--- src/rtl/gcd_pkg.sv ---
// Shared types for the general-call decoder.
// Assumes: 2-bit kind codes are visible at the top ports unchanged.
package gcd_pkg;
    typedef enum logic [1:0] {
        GC_NONE   = 2'd0,
        GC_RESET  = 2'd1,
        GC_WRADDR = 2'd2,
        GC_HW     = 2'd3
    } gc_kind_e;

    typedef enum logic {
        SQ_IDLE  = 1'b0,
        SQ_ARMED = 1'b1
    } seq_state_e;

    typedef struct packed {
        logic     ack;
        gc_kind_e kind;
    } verdict_t;
endpackage

--- src/rtl/gcd_first_check.sv ---
// Decides whether the first byte after START opens a general call.
// Assumes: addr_field is the 7-bit address, rw = 1 means read.
module gcd_first_check #(
    parameter int ADDR_W = 7
) (
    input  logic [ADDR_W-1:0] addr_field,
    input  logic              rw,
    input  logic              slv_en,
    input  logic              gc_en,
    output logic              hit
);
    // General call: all-zero address, write direction, both enables on
    always_comb begin
        hit = slv_en && gc_en && (addr_field == '0) && !rw;
    end
endmodule

--- src/rtl/gcd_second_classify.sv ---
// Classifies the second byte of a general call into a verdict.
// Assumes: only consulted while a sequence is armed.
module gcd_second_classify
    import gcd_pkg::*;
#(
    parameter int                DATA_W     = 8,
    parameter logic [DATA_W-1:0] RESET_CMD  = 8'h06,
    parameter logic [DATA_W-1:0] WRADDR_CMD = 8'h04
) (
    input  logic [DATA_W-1:0] data,
    input  logic [DATA_W-1:0] alt_id,
    input  logic              gc_en,
    input  logic              hgc_en,
    output verdict_t          verdict
);
    // Bit 0 set selects hardware call, else software command lookup
    always_comb begin
        verdict.ack  = 1'b0;
        verdict.kind = GC_NONE;
        if (data[0]) begin
            if (hgc_en && gc_en && (data == alt_id)) begin
                verdict.ack  = 1'b1;
                verdict.kind = GC_HW;
            end
        end else if (data == RESET_CMD) begin
            verdict.ack  = 1'b1;
            verdict.kind = GC_RESET;
        end else if (data == WRADDR_CMD) begin
            verdict.ack  = 1'b1;
            verdict.kind = GC_WRADDR;
        end
    end
endmodule

--- src/rtl/gcd_seq_fsm.sv ---
// Tracks the general-call sequence and registers the per-byte decision.
// Assumes: strobes are single-cycle; abort has priority over a strobe.
module gcd_seq_fsm
    import gcd_pkg::*;
(
    input  logic     clk,
    input  logic     rst_n,
    input  logic     slv_en,
    input  logic     first_stb,
    input  logic     second_stb,
    input  logic     abort,
    input  logic     first_hit,
    input  verdict_t verdict,
    output logic     ack_vld,
    output logic     ack,
    output logic     rec_stb,
    output gc_kind_e rec_kind
);
    seq_state_e state;

    // Recognition fires with the second byte of an armed sequence
    always_comb begin
        rec_stb  = second_stb && !abort && (state == SQ_ARMED) && verdict.ack;
        rec_kind = verdict.kind;
    end

    // Sequence state and registered acknowledge decision
    always_ff @(posedge clk) begin
        if (!rst_n || !slv_en) begin
            state   <= SQ_IDLE;
            ack_vld <= 1'b0;
            ack     <= 1'b0;
        end else begin
            ack_vld <= (first_stb || second_stb) && !abort;
            if (abort) begin
                state <= SQ_IDLE;
                ack   <= 1'b0;
            end else if (first_stb) begin
                ack   <= first_hit;
                state <= first_hit ? SQ_ARMED : SQ_IDLE;
            end else if (second_stb) begin
                ack   <= (state == SQ_ARMED) && verdict.ack;
                state <= SQ_IDLE;
            end
        end
    end


    ack_vld_after_stb_chk: assert property (@(posedge clk) disable iff (!rst_n)
        ack_vld |-> $past(first_stb || second_stb));

    abort_to_idle_chk: assert property (@(posedge clk) disable iff (!rst_n)
        abort |=> (state == SQ_IDLE));

    second_ends_seq_chk: assert property (@(posedge clk) disable iff (!rst_n)
        (second_stb && !abort) |=> (state == SQ_IDLE));

    first_nack_chk: assert property (@(posedge clk) disable iff (!rst_n)
        (first_stb && !abort && !first_hit) |=> !ack);
endmodule

--- src/rtl/gcd_status.sv ---
// Sticky general-call flag with kind code and two clear strobes.
// Assumes: set wins over clear in the same cycle.
module gcd_status
    import gcd_pkg::*;
(
    input  logic     clk,
    input  logic     rst_n,
    input  logic     slv_en,
    input  logic     set_stb,
    input  gc_kind_e set_kind,
    input  logic     clr_rd,
    input  logic     clr_w1c,
    output logic     flag,
    output gc_kind_e kind
);
    // Flag set on recognition, cleared by either strobe or disable
    always_ff @(posedge clk) begin
        if (!rst_n || !slv_en) begin
            flag <= 1'b0;
            kind <= GC_NONE;
        end else if (set_stb) begin
            flag <= 1'b1;
            kind <= set_kind;
        end else if (clr_rd || clr_w1c) begin
            flag <= 1'b0;
            kind <= GC_NONE;
        end
    end


    kind_with_flag_chk: assert property (@(posedge clk) disable iff (!rst_n)
        flag |-> (kind != GC_NONE));

    kind_zero_chk: assert property (@(posedge clk) disable iff (!rst_n)
        !flag |-> (kind == GC_NONE));

    flag_sticky_chk: assert property (@(posedge clk) disable iff (!rst_n)
        (flag && slv_en && !clr_rd && !clr_w1c) |=> flag);

    disable_clears_chk: assert property (@(posedge clk) disable iff (!rst_n)
        !slv_en |=> !flag);
endmodule

--- src/rtl/gc_decoder.sv ---
// Top of the general-call decoder: per-byte ACK decision and sticky flag.
// Assumes: the deserializer gives one strobe per byte and separate
// START/STOP pulses; address of the first byte is rx_byte[7:1].
module gc_decoder
    import gcd_pkg::*;
#(
    parameter int                DATA_W     = 8,
    parameter logic [DATA_W-1:0] RESET_CMD  = 8'h06,
    parameter logic [DATA_W-1:0] WRADDR_CMD = 8'h04
) (
    input  logic              clk,
    input  logic              rst_n,
    input  logic              slv_en,
    input  logic              gc_en,
    input  logic              hgc_en,
    input  logic [DATA_W-1:0] alt_id,
    input  logic              start_seen,
    input  logic              stop_seen,
    input  logic              first_stb,
    input  logic              second_stb,
    input  logic              rw_bit,
    input  logic [DATA_W-1:0] rx_byte,
    input  logic              flag_rd,
    input  logic              flag_w1c,
    output logic              ack_vld,
    output logic              ack,
    output logic              gc_flag,
    output logic [1:0]        gc_kind
);
    localparam int ADDR_W = DATA_W - 1;

    logic     first_hit;
    logic     abort;
    logic     rec_stb;
    verdict_t verdict;
    gc_kind_e rec_kind;
    gc_kind_e kind_q;

    // Any bus boundary event cancels the sequence in progress
    always_comb abort = start_seen || stop_seen;

    gcd_first_check #(.ADDR_W(ADDR_W)) u_first (
        .addr_field (rx_byte[DATA_W-1:1]),
        .rw         (rw_bit),
        .slv_en     (slv_en),
        .gc_en      (gc_en),
        .hit        (first_hit)
    );

    gcd_second_classify #(
        .DATA_W     (DATA_W),
        .RESET_CMD  (RESET_CMD),
        .WRADDR_CMD (WRADDR_CMD)
    ) u_second (
        .data    (rx_byte),
        .alt_id  (alt_id),
        .gc_en   (gc_en),
        .hgc_en  (hgc_en),
        .verdict (verdict)
    );

    gcd_seq_fsm u_fsm (
        .clk        (clk),
        .rst_n      (rst_n),
        .slv_en     (slv_en),
        .first_stb  (first_stb),
        .second_stb (second_stb),
        .abort      (abort),
        .first_hit  (first_hit),
        .verdict    (verdict),
        .ack_vld    (ack_vld),
        .ack        (ack),
        .rec_stb    (rec_stb),
        .rec_kind   (rec_kind)
    );

    gcd_status u_status (
        .clk      (clk),
        .rst_n    (rst_n),
        .slv_en   (slv_en),
        .set_stb  (rec_stb),
        .set_kind (rec_kind),
        .clr_rd   (flag_rd),
        .clr_w1c  (flag_w1c),
        .flag     (gc_flag),
        .kind     (kind_q)
    );

    // Present the kind code as a plain vector
    always_comb gc_kind = kind_q;
endmodule

--- config.mk ---
export PLATFORM = sky130hd
export DESIGN_NAME = gc_decoder
export DESIGN_NICKNAME = d
export VERILOG_FILES = /design/src/rtl/gcd_pkg.sv /design/src/rtl/gcd_first_check.sv /design/src/rtl/gcd_second_classify.sv /design/src/rtl/gcd_seq_fsm.sv /design/src/rtl/gcd_status.sv /design/src/rtl/gc_decoder.sv
export SDC_FILE = /design/constraint.sdc
export NUM_CORES = 1
export LEC_CHECK = 0
export ABC_CLOCK_PERIOD_IN_PS = 1700
export BUFFER_PORTS_ARGS = -buffer_cell sky130_fd_sc_hd__buf_2
export CAP_MARGIN = 20
export CORE_AREA = 2 2 39 41
export CTS_BUF_LIST = sky130_fd_sc_hd__clkbuf_4
export DETAILED_ROUTE_END_ITERATION = 8
export DIE_AREA = 0 0 41 43
export GPL_TIMING_DRIVEN = 0
export PLACE_DENSITY = 0.67
export SLEW_MARGIN = 10
export SYNTH_ARGS = -nofsm -noshare
export SYNTH_HDL_FRONTEND = slang
export SYNTH_HIERARCHICAL = 1
export SYNTH_SLANG_ARGS = --single-unit
--- constraint.sdc ---
create_clock -name clk -period 1.7 [get_ports clk]
set_input_delay 0.085 -clock clk [delete_from_list [all_inputs] [get_ports clk]]
set_output_delay 0.085 -clock clk [all_outputs]
set_load 0.01 [all_outputs]
# ---- After elaboration in Yosys (flattened, before gate mapping)
# Index checks and enable logic that the tools add are counted.
# Widths: inputs -> output; s select.
dict set report totals {
  regBits 6
  latchBits 0
  ramBits 0
  mem_bits_ro 0
  input_bits 28
  out_inout_bits 5
  mem_count 0
}
dict set report op_classes {
  n_addsub 0
  mul 0
  div 0
  order_cmp 0
  n_eq_ne 3
  shifts 0
  n_mux 13
  n_bitwise 0
  reduce_logical 22
}
# cell count
set op_table {}
lappend op_table {{$eq 8x3->1 const B} 2}
lappend op_table {{$mux 3} 4}
lappend op_table {{$logic_and 1x1->1} 10}
lappend op_table {{$eq 8x8->1} 1}
lappend op_table {{$logic_not 7->1} 1}
lappend op_table {{$mux 1} 7}
lappend op_table {{$logic_not 1->1} 4}
lappend op_table {{$logic_or 1x1->1} 4}
lappend op_table {{$mux 2} 2}
lappend op_table {{$reduce_bool 2->1} 2}
lappend op_table {{$reduce_or 2->1} 1}

# ---- Depth between registers and ports, before layout
# Gate-level depths: netlist of run 1.
dict set report depth {
  word_depth 7
  depth_mapped 6
}

# ---- Cells and area by module
# The synthesis of run 1 kept the hierarchy.
# module n_inst cells_each area_per_inst_um2 seq_area_each_um2
set by_module_without_submodules {}
lappend by_module_without_submodules {gcd_seq_fsm 1 16 143.9 60.1}
lappend by_module_without_submodules {gcd_second_classify 1 17 130.1 0.0}
lappend by_module_without_submodules {gcd_status 1 13 118.9 60.1}
lappend by_module_without_submodules {gcd_first_check 1 3 31.3 0.0}
lappend by_module_without_submodules {gc_decoder 1 1 6.3 0.0}

# ---- Worst setup path after synthesis of run 1
# OpenSTA, ideal clock, no wires.
dict set report synth_path {
  path_kind {input to register}
  from {input port rx_byte[6]}
  to {register u_status.kind[0]}
  t_arrival_ns 1.313
  setup_slack_ns 0.271
  stages 6
  path_cell_list {xor2_1 or4_4 o21ai_1 and4b_2 or4b_1 a21oi_1}
}
# item line_no
set synth_rtl {}
lappend synth_rtl {{start: declaration} gc_decoder.sv:22} ;# input logic [DATA_W-1:0] rx_byte,
lappend synth_rtl {{end signal: assignment} gcd_status.sv:23} ;# kind <= set_kind;
lappend synth_rtl {{end: declaration} gcd_status.sv:14} ;# output gc_kind_e kind

==> results of run 1 <==
==> cell families after synthesis <==
| kind of cell | synth area share [%] |
|---|---|
| XOR/XNOR | 14.24 |
| flip-flops | 27.91 |
| AND/OR/NAND/NOR | 41.57 |
| buffers and inverters | 4.359 |
| AO/OA/AOI/OAI | 11.92 |
==> final cells by class <==
type                    count  area, um^2
inverters                   1       3.754
plain buffers               2       15.01
repair buffers             32       160.2
multi-input cells          41       291.5
flip-flops and latches      6       120.1
fillers                   144       750.7
well taps                  16       20.02
clock buffers               3       22.52
==> stage by stage <==
step | cells | setup slack, ps | power [mW]
global route | 101 | 211.1 | 0.3603
finish | 101 | 271.6 | 0.3401
detailed placement | 98 | 13.96 | 0.2150
floorplan | 50 | 271.1 | 0.1703
global placement | 98 | 35.84 | 0.2142
CTS | 101 | 276.7 | 0.3509
==> per-layer routing <==
layer  vias up  GRT usage, %  part of all wire (%)
met2        31         18.13                    41
met1       194         14.42                    44
met4         0         12.00                   1.1
met5         -             0                     0
met3         2         1.571                    13
li1        254             -                     -
==> layout by cell type (no fill, tap or decap), types with 2 or more instances in the layout <==
| master | synthesis | layout |
|---|---|---|
| nor2b_1 | 2 | 2 |
| o21ai_1 | 2 | 2 |
| clkbuf_4 | 0 | 3 |
| nor2_1 | 3 | 3 |
| dfxtp_1 | 6 | 6 |
| nand4_1 | 2 | 2 |
| nor3_1 | 2 | 2 |
| xnor2_1 | 4 | 4 |
| buf_2 | 0 | 32 |
| a21oi_1 | 4 | 4 |
| xor2_1 | 3 | 3 |
| buf_4 | 2 | 2 |
| nand2_1 | 4 | 4 |
| or4b_1 | 2 | 2 |
==> registers in the layout, indices dropped and copies added, names as in the netlist <==
signal         flops
u_fsm/ack_vld      1
u_fsm/ack          1
u_status/kind      2
u_fsm/state        1
u_status/flag      1
==> critical path, stage by stage <==
cell	delay, ps
buf_2	110
xor2_1	150
or4_4	530
o21ai_1	200
and4b_2	300
or4b_1	130
a21oi_1	60
==> Yosys cell counts <==
| cell | n |
|---|---|
| or4_1 | 1 |
| nand3_1 | 1 |
| nand4bb_1 | 1 |
| a311oi_1 | 1 |
| nand4_1 | 2 |
| xor2_1 | 3 |
| dfxtp_1 | 6 |
| or4b_1 | 2 |
| or4_4 | 1 |
| nor3b_1 | 1 |
| and4b_2 | 1 |
| or3b_2 | 1 |
| buf_4 | 2 |
| or2_1 | 1 |
| nor2_1 | 3 |
| o22ai_2 | 1 |
| nand3b_1 | 1 |
| a21oi_1 | 4 |
| xnor2_1 | 4 |
| nor4b_1 | 1 |
| nand2_1 | 4 |
| nor2b_1 | 2 |
| inv_1 | 1 |
| o21ai_1 | 2 |
| nor3_1 | 2 |
| nor4_2 | 1 |
==> power breakdown <==
part | switching [mW] | leakage (nW) | internal (mW)
clock | 0.0485 | 0.0138 | 0.0797
sequential | 0.000204 | 0.0484 | 0.142
combinational | 0.0309 | 0.207 | 0.0389
==> how the worst max path moves through the flow <==
stage	end	from	cells past startpoint	slack (ps)
after global placement	u_status/kind[0]	rx_byte[6]	7	40
final	u_status/kind[1]	rx_byte[6]	7	270
after detailed placement	u_status/kind[0]	rx_byte[6]	7	10
after floorplan	u_status/kind[0]	rx_byte[6]	6	270
after global routing	u_status/kind[0]	rx_byte[6]	7	210
after CTS	u_status/kind[0]	rx_byte[6]	7	280
==> run summary, run 1 <==
Tightest Pin Transition: 397.6 ps
r2r worst-path depth: 3
core area: 1384 um^2
start of the worst register-to-register path: u_fsm/state
Avg Synthesized Cell Area: 8.608 um^2
Total Negative Setup Slacks: 0 ps
total routed wirelength: 965 um
grt total ovfl: 0
P_leak: 0.2694 nW
Via Count: 481
Yosys reg bits: 6
n_diodes: 0
pin count of the biggest net entering global routing: 6
worst hold path type: input port to flip-flop
wire length of the first global-routing pass: 1469 um
start-to-end type of the worst setup path: input port to flip-flop
Synth area leader: dfxtp_1
starting DRC count in detailed routing: 4
number of buffers created by CTS: 3
wire length per cell after detailed routing: 9.554 um
number of placement rows: 14
IR drop worst, VDD: 0.0002068 V
Yosys top cell area share: 27.91%
sort of element at the end of the critical path: flip-flop
IO Count: 33
Max Clock Freq: 700.1 MHz
Placer Congestion: 0.6280
arrival time worst endpoint: 1560 ps
sequential element share of the synthesized area: 27.91%
Cells after Synth: 50
hold buffer count at cts: 0
setup slack on the worst flop-to-flop path: 410 ps
CP startpoint kind: input port
initial cell density of the core: 31.10%
data required time at the worst endpoint: 1840 ps
final worst-path cycle share: 84.02%
number of global-route vias before repair: 426
H-tree Lvls: 1
post-layout min period: 1428 ps
net count after synthesis: 78
Chip Width: 41 um
detailed-route DRC error count: 0
RSZ-0062 raised after global routing: false
setup fix buffers added after clock tree synthesis: 0
clock tree sinks: 6
initial antenna violation count: 0
status: completed
clk buf depth: 2
endpoint of the worst hold-timing path: u_fsm/ack_vld
distinct cell type count of the synthesized netlist: 26
Maximum Capacitance Violations: 0
share of final-layout standard cells stronger than drive strength 1: 49.41%
all-layer global routing usage: 12.44%
final core area utilization: 45.75%
post-route cell area: 633.1 um^2
Total Die Area: 1763 um^2
Initial DRT Pass Iterations: 3
post-detailed-route via-to-cell ratio: 4.762
Yosys warning count: 6
critical path fanouts, max: 5
net total in the final layout: 115
clk root buf: clkbuf_4
setup clock skew after layout: 5.499 ps
die boundary height: 43 um
number of gates given a new drive strength after cts: 0
Reg2Reg Capture Point: u_status/kind[1]
power per cell area: 537.2 nW/um^2
number of antenna-violating nets in the routed design: 0
top cells by area, synth: dfxtp_1 28%, xnor2_1 8.1%, xor2_1 6.1%
count of final hold-check violations: 0
CTS clock-pin slew for the worst setup and hold paths: 50 ps
Post-Place Cell Area: 610.6 um^2
number of pins exceeding their max-slew limit in the final report: 0
worst relative slew slack: 73.12%
hold path startpoint: first_stb
hold slack: 122.7 ps
number of endpoints failing setup at the final stage: 0
Buffers on Ports: 32
Synth Cell Area: 430.4 um^2
TritonCTS clock tree: done
count of cells along the worst hold path: 3
area overhead of the layout relative to synthesis: 47.09%
clock latency of the later-clocked register in the worst-skew pair: 240 ps
No activity file was read; power rests on OpenSTA's default activity.
==> run 2, diff against run 1 <==
--- a/config.mk
+++ b/config.mk
@@ -5,7 +5,7 @@
 export SDC_FILE = /design/constraint.sdc
 export NUM_CORES = 1
 export LEC_CHECK = 0
-export ABC_CLOCK_PERIOD_IN_PS = 1700
+export ABC_CLOCK_PERIOD_IN_PS = 1200
 export BUFFER_PORTS_ARGS = -buffer_cell sky130_fd_sc_hd__buf_2
 export CAP_MARGIN = 20
 export CORE_AREA = 2 2 39 41
@@ -13,7 +13,7 @@
 export DETAILED_ROUTE_END_ITERATION = 8
 export DIE_AREA = 0 0 41 43
 export GPL_TIMING_DRIVEN = 0
-export PLACE_DENSITY = 0.67
+export PLACE_DENSITY = 0.7
 export SLEW_MARGIN = 10
 export SYNTH_ARGS = -nofsm -noshare
 export SYNTH_HDL_FRONTEND = slang
==> constraint.sdc (replaced) <==
create_clock -name clk -period 1.2 [get_ports clk]
set_input_delay 0.06 -clock clk [delete_from_list [all_inputs] [get_ports clk]]
set_output_delay 0.06 -clock clk [all_outputs]
set_load 0.01 [all_outputs]
==> run 2 against run 1 <==
  * Critical path type unchanged
  * The flow now finishes with violations (negative setup slack)
  * Setup slack lost 360 ps
  * Clock skew decreased by 3.3 ps
  * Highest routed layer is now met3
  * Largest power group unchanged
  * Utilization increased by 4.8 points
  * Largest cell class unchanged
==> run summary, run 2 (synthesis results as in run 1) <==
status: finished with violations (was completed)
violated checks: negative setup slack
biggest cell delay along the critical path: 520 ps (was 530 ps)
number of endpoints failing setup at the final stage: 3 (was 0)
largest register by flop count: u_status/kind (unchanged)
highest-count cells in the layout ignoring fill and taps: 26 x buf_2, 6 x buf_4, 6 x dfxtp_1 (was 32 x buf_2, 6 x dfxtp_1, 4 x a21oi_1, 4 x xnor2_1, 4 x nand2_1)
half-perimeter wire length after detailed placement: 870.8 um
post-detailed-route via-to-cell ratio: 4.779 (was 4.762)
Total Die Area: 1763 um^2 (unchanged)
Post-Place Cell Area: 614.3 um^2 (was 610.6 um^2)
wire length per cell after detailed routing: 10.52 um (was 9.554 um)
worst hold path type: input port to flip-flop (unchanged)
most common cell after layout, fill and taps aside: buf_2 (unchanged)
number of stages on the worst setup path: 7 (unchanged)
grt total ovfl: 0 (unchanged)
H-tree Lvls: 1 (unchanged)
Chip Width: 41 um (unchanged)
placement-stage worst setup slack: -397.6 ps (was 13.96 ps)
Buffers on Ports: 32 (unchanged)
final worst-path cycle share: 107.3%
die boundary height: 43 um (unchanged)
P_leak: 0.2981 nW (was 0.2694 nW)
number of antenna-violating nets in the routed design: 0 (unchanged)
Placer Congestion: 0.7518 (was 0.6280)
number of placement rows: 14 (unchanged)
pin count of the biggest net entering global routing: 6 (unchanged)
start-to-end type of the worst setup path: input port to flip-flop (unchanged)
clk root buf: clkbuf_4 (unchanged)
CP startpoint kind: input port (unchanged)
Critical Path Slowest Stage Cell: or4_4 (unchanged)
clock latency of the later-clocked register in the worst-skew pair: 240 ps (about the same)
detailed-route DRC error count: 0 (unchanged)
IR drop worst, VDD: 0.0005305 V (was 0.0002068 V)
Tightest Pin Transition: 276.6 ps (was 397.6 ps)
final core area utilization: 50.54% (was 45.75%)
n_diodes: 0 (unchanged)
initial antenna violation count: 0 (unchanged)
Initial DRT Pass Iterations: 4 (was 3)
Critical Path, Cell by Cell: buf_6 -> xor2_1 -> or4_4 -> o21ai_2 -> and4b_2 -> or4b_1 -> a21oi_1 (was buf_2 -> xor2_1 -> or4_4 -> o21ai_1 -> and4b_2 -> or4b_1 -> a21oi_1)
Max Clock Freq: 776.9 MHz
IO Count: 33 (unchanged)
Via Count: 497 (was 481)
share of final-layout standard cells stronger than drive strength 1: 53.41% (was 49.41%)
post-layout min period: 1287 ps
clock tree sinks: 6 (unchanged)
filler-free cell count of the finished design: 104 (was 101)
number of buffers created by CTS: 3 (unchanged)
count of final hold-check violations: 0 (unchanged)
setup clock skew after layout: 2.207 ps (was 5.499 ps)
total routed wirelength: 1094 um (was 965 um)
cell family with the largest share of critical-path delay: simple AND/OR/NAND/NOR gates (unchanged)
buffering stage count on the worst path with inverters included: 1 (unchanged)
CTS clock-pin slew for the worst setup and hold paths: 50 ps (about the same)
core area: 1384 um^2 (unchanged)
arrival time worst endpoint: 1410 ps (was 1560 ps)
clk buf depth: 2 (unchanged)
number of global-route vias before repair: 455 (was 426)
sort of element at the end of the critical path: flip-flop (unchanged)
wire length of the first global-routing pass: 1683 um (was 1469 um)
Largest register FFs: 2 (unchanged)
fillers: 144 (unchanged)
r2r worst-path depth: 3 (unchanged)
all-layer global routing usage: 13.65% (was 12.44%)
TritonCTS clock tree: done (unchanged)
critical path fanouts, max: 5 (unchanged)
data required time at the worst endpoint: 1330 ps (was 1840 ps)
Setup WS post-layout: -87.25 ps (was 271.6 ps)
power per cell area: 716.9 nW/um^2 (was 537.2 nW/um^2)
post-route cell area: 699.4 um^2 (was 633.1 um^2)
initial cell density of the core: 31.10% (unchanged)
worst relative slew slack: 81.51% (was 73.12%)
RSZ-0062 raised after global routing: true (was false)
area overhead of the layout relative to synthesis: 62.50% (was 47.09%)
Maximum Capacitance Violations: 0 (unchanged)
placed cells: 98 (unchanged)
net total in the final layout: 118 (was 115)
hold buffer count at cts: 0 (unchanged)
number of pins exceeding their max-slew limit in the final report: 0 (unchanged)
count of cells along the worst hold path: 3 (unchanged)
starting DRC count in detailed routing: 10 (was 4)
[run 2: per-stage QoR]
| step | setup TNS, ps | hold WS (ps) | power [mW] |
|---|---|---|---|
| 3_3_place_gp | -1326 | 333.8 | 0.3038 |
| 4_1_cts | -277.8 | 79.09 | 0.4992 |
| 6_report | -170.7 | 98.47 | 0.5014 |
| 3_5_place_dp | -1346 | 330.8 | 0.3058 |
| 5_1_grt | -341.4 | 91.63 | 0.5290 |
| 2_1_floorplan | -492.5 | 175.8 | 0.2418 |
[run 2: area by class of cell]
cell class | count | area, um^2 | share of cell area [%]
multi-input cells | 41 | 301.5 | 43.11
repair buffers | 35 | 216.5 | 30.95
flip-flops and latches | 6 | 120.1 | 17.17
clock buffers | 3 | 22.52 | 3.220
well taps | 16 | 20.02 | 2.862
plain buffers | 2 | 15.01 | 2.147
inverters | 1 | 3.754 | 0.5367
[run 2: power breakdown]
part | total [mW] | switching, mW | internal [mW] | leakage (nW)
logic | 0.117 | 0.0479 | 0.0691 | 0.236
registers | 0.201 | 0.000239 | 0.201 | 0.0484
clock network | 0.183 | 0.0702 | 0.113 | 0.0138
total | 0.501 | 0.118 | 0.383 | 0.298
[run 2: what timing repair did]
action	4_1_cts	5_1_grt
setup buffers	2	1
gates resized for setup	2	5
pin swaps	8	8
hold endpoints to repair	0	0
endpoints found under the setup margin	3	4
[run 2: routing by layer]
layer  routed length [um]  GRT usage (%)  vias to the layer above
li1                     -              -                      264
met1                  468          14.47                      220
met2                  562          21.88                       13
met3                   64          8.901                        0
met4                    0          2.667                        0
met5                    0              0                        -
[run 2: final timing paths]
path | start | endpoint | slack, ps
worst max-delay path | alt_id[6] | u_status/kind[1] | -90
worst min-delay path | first_stb | u_fsm/ack_vld | 100
worst max register to register | u_fsm/state | u_status/kind[1] | -80
worst min register to register | u_status/kind[0] | u_status/kind[0] | 550
[run 2: worst reg2reg max path: cells and delay by family (launching register included)]
family,cells,cell delay (ps)
compound gates,1,140
flops,1,310
simple gates,2,750
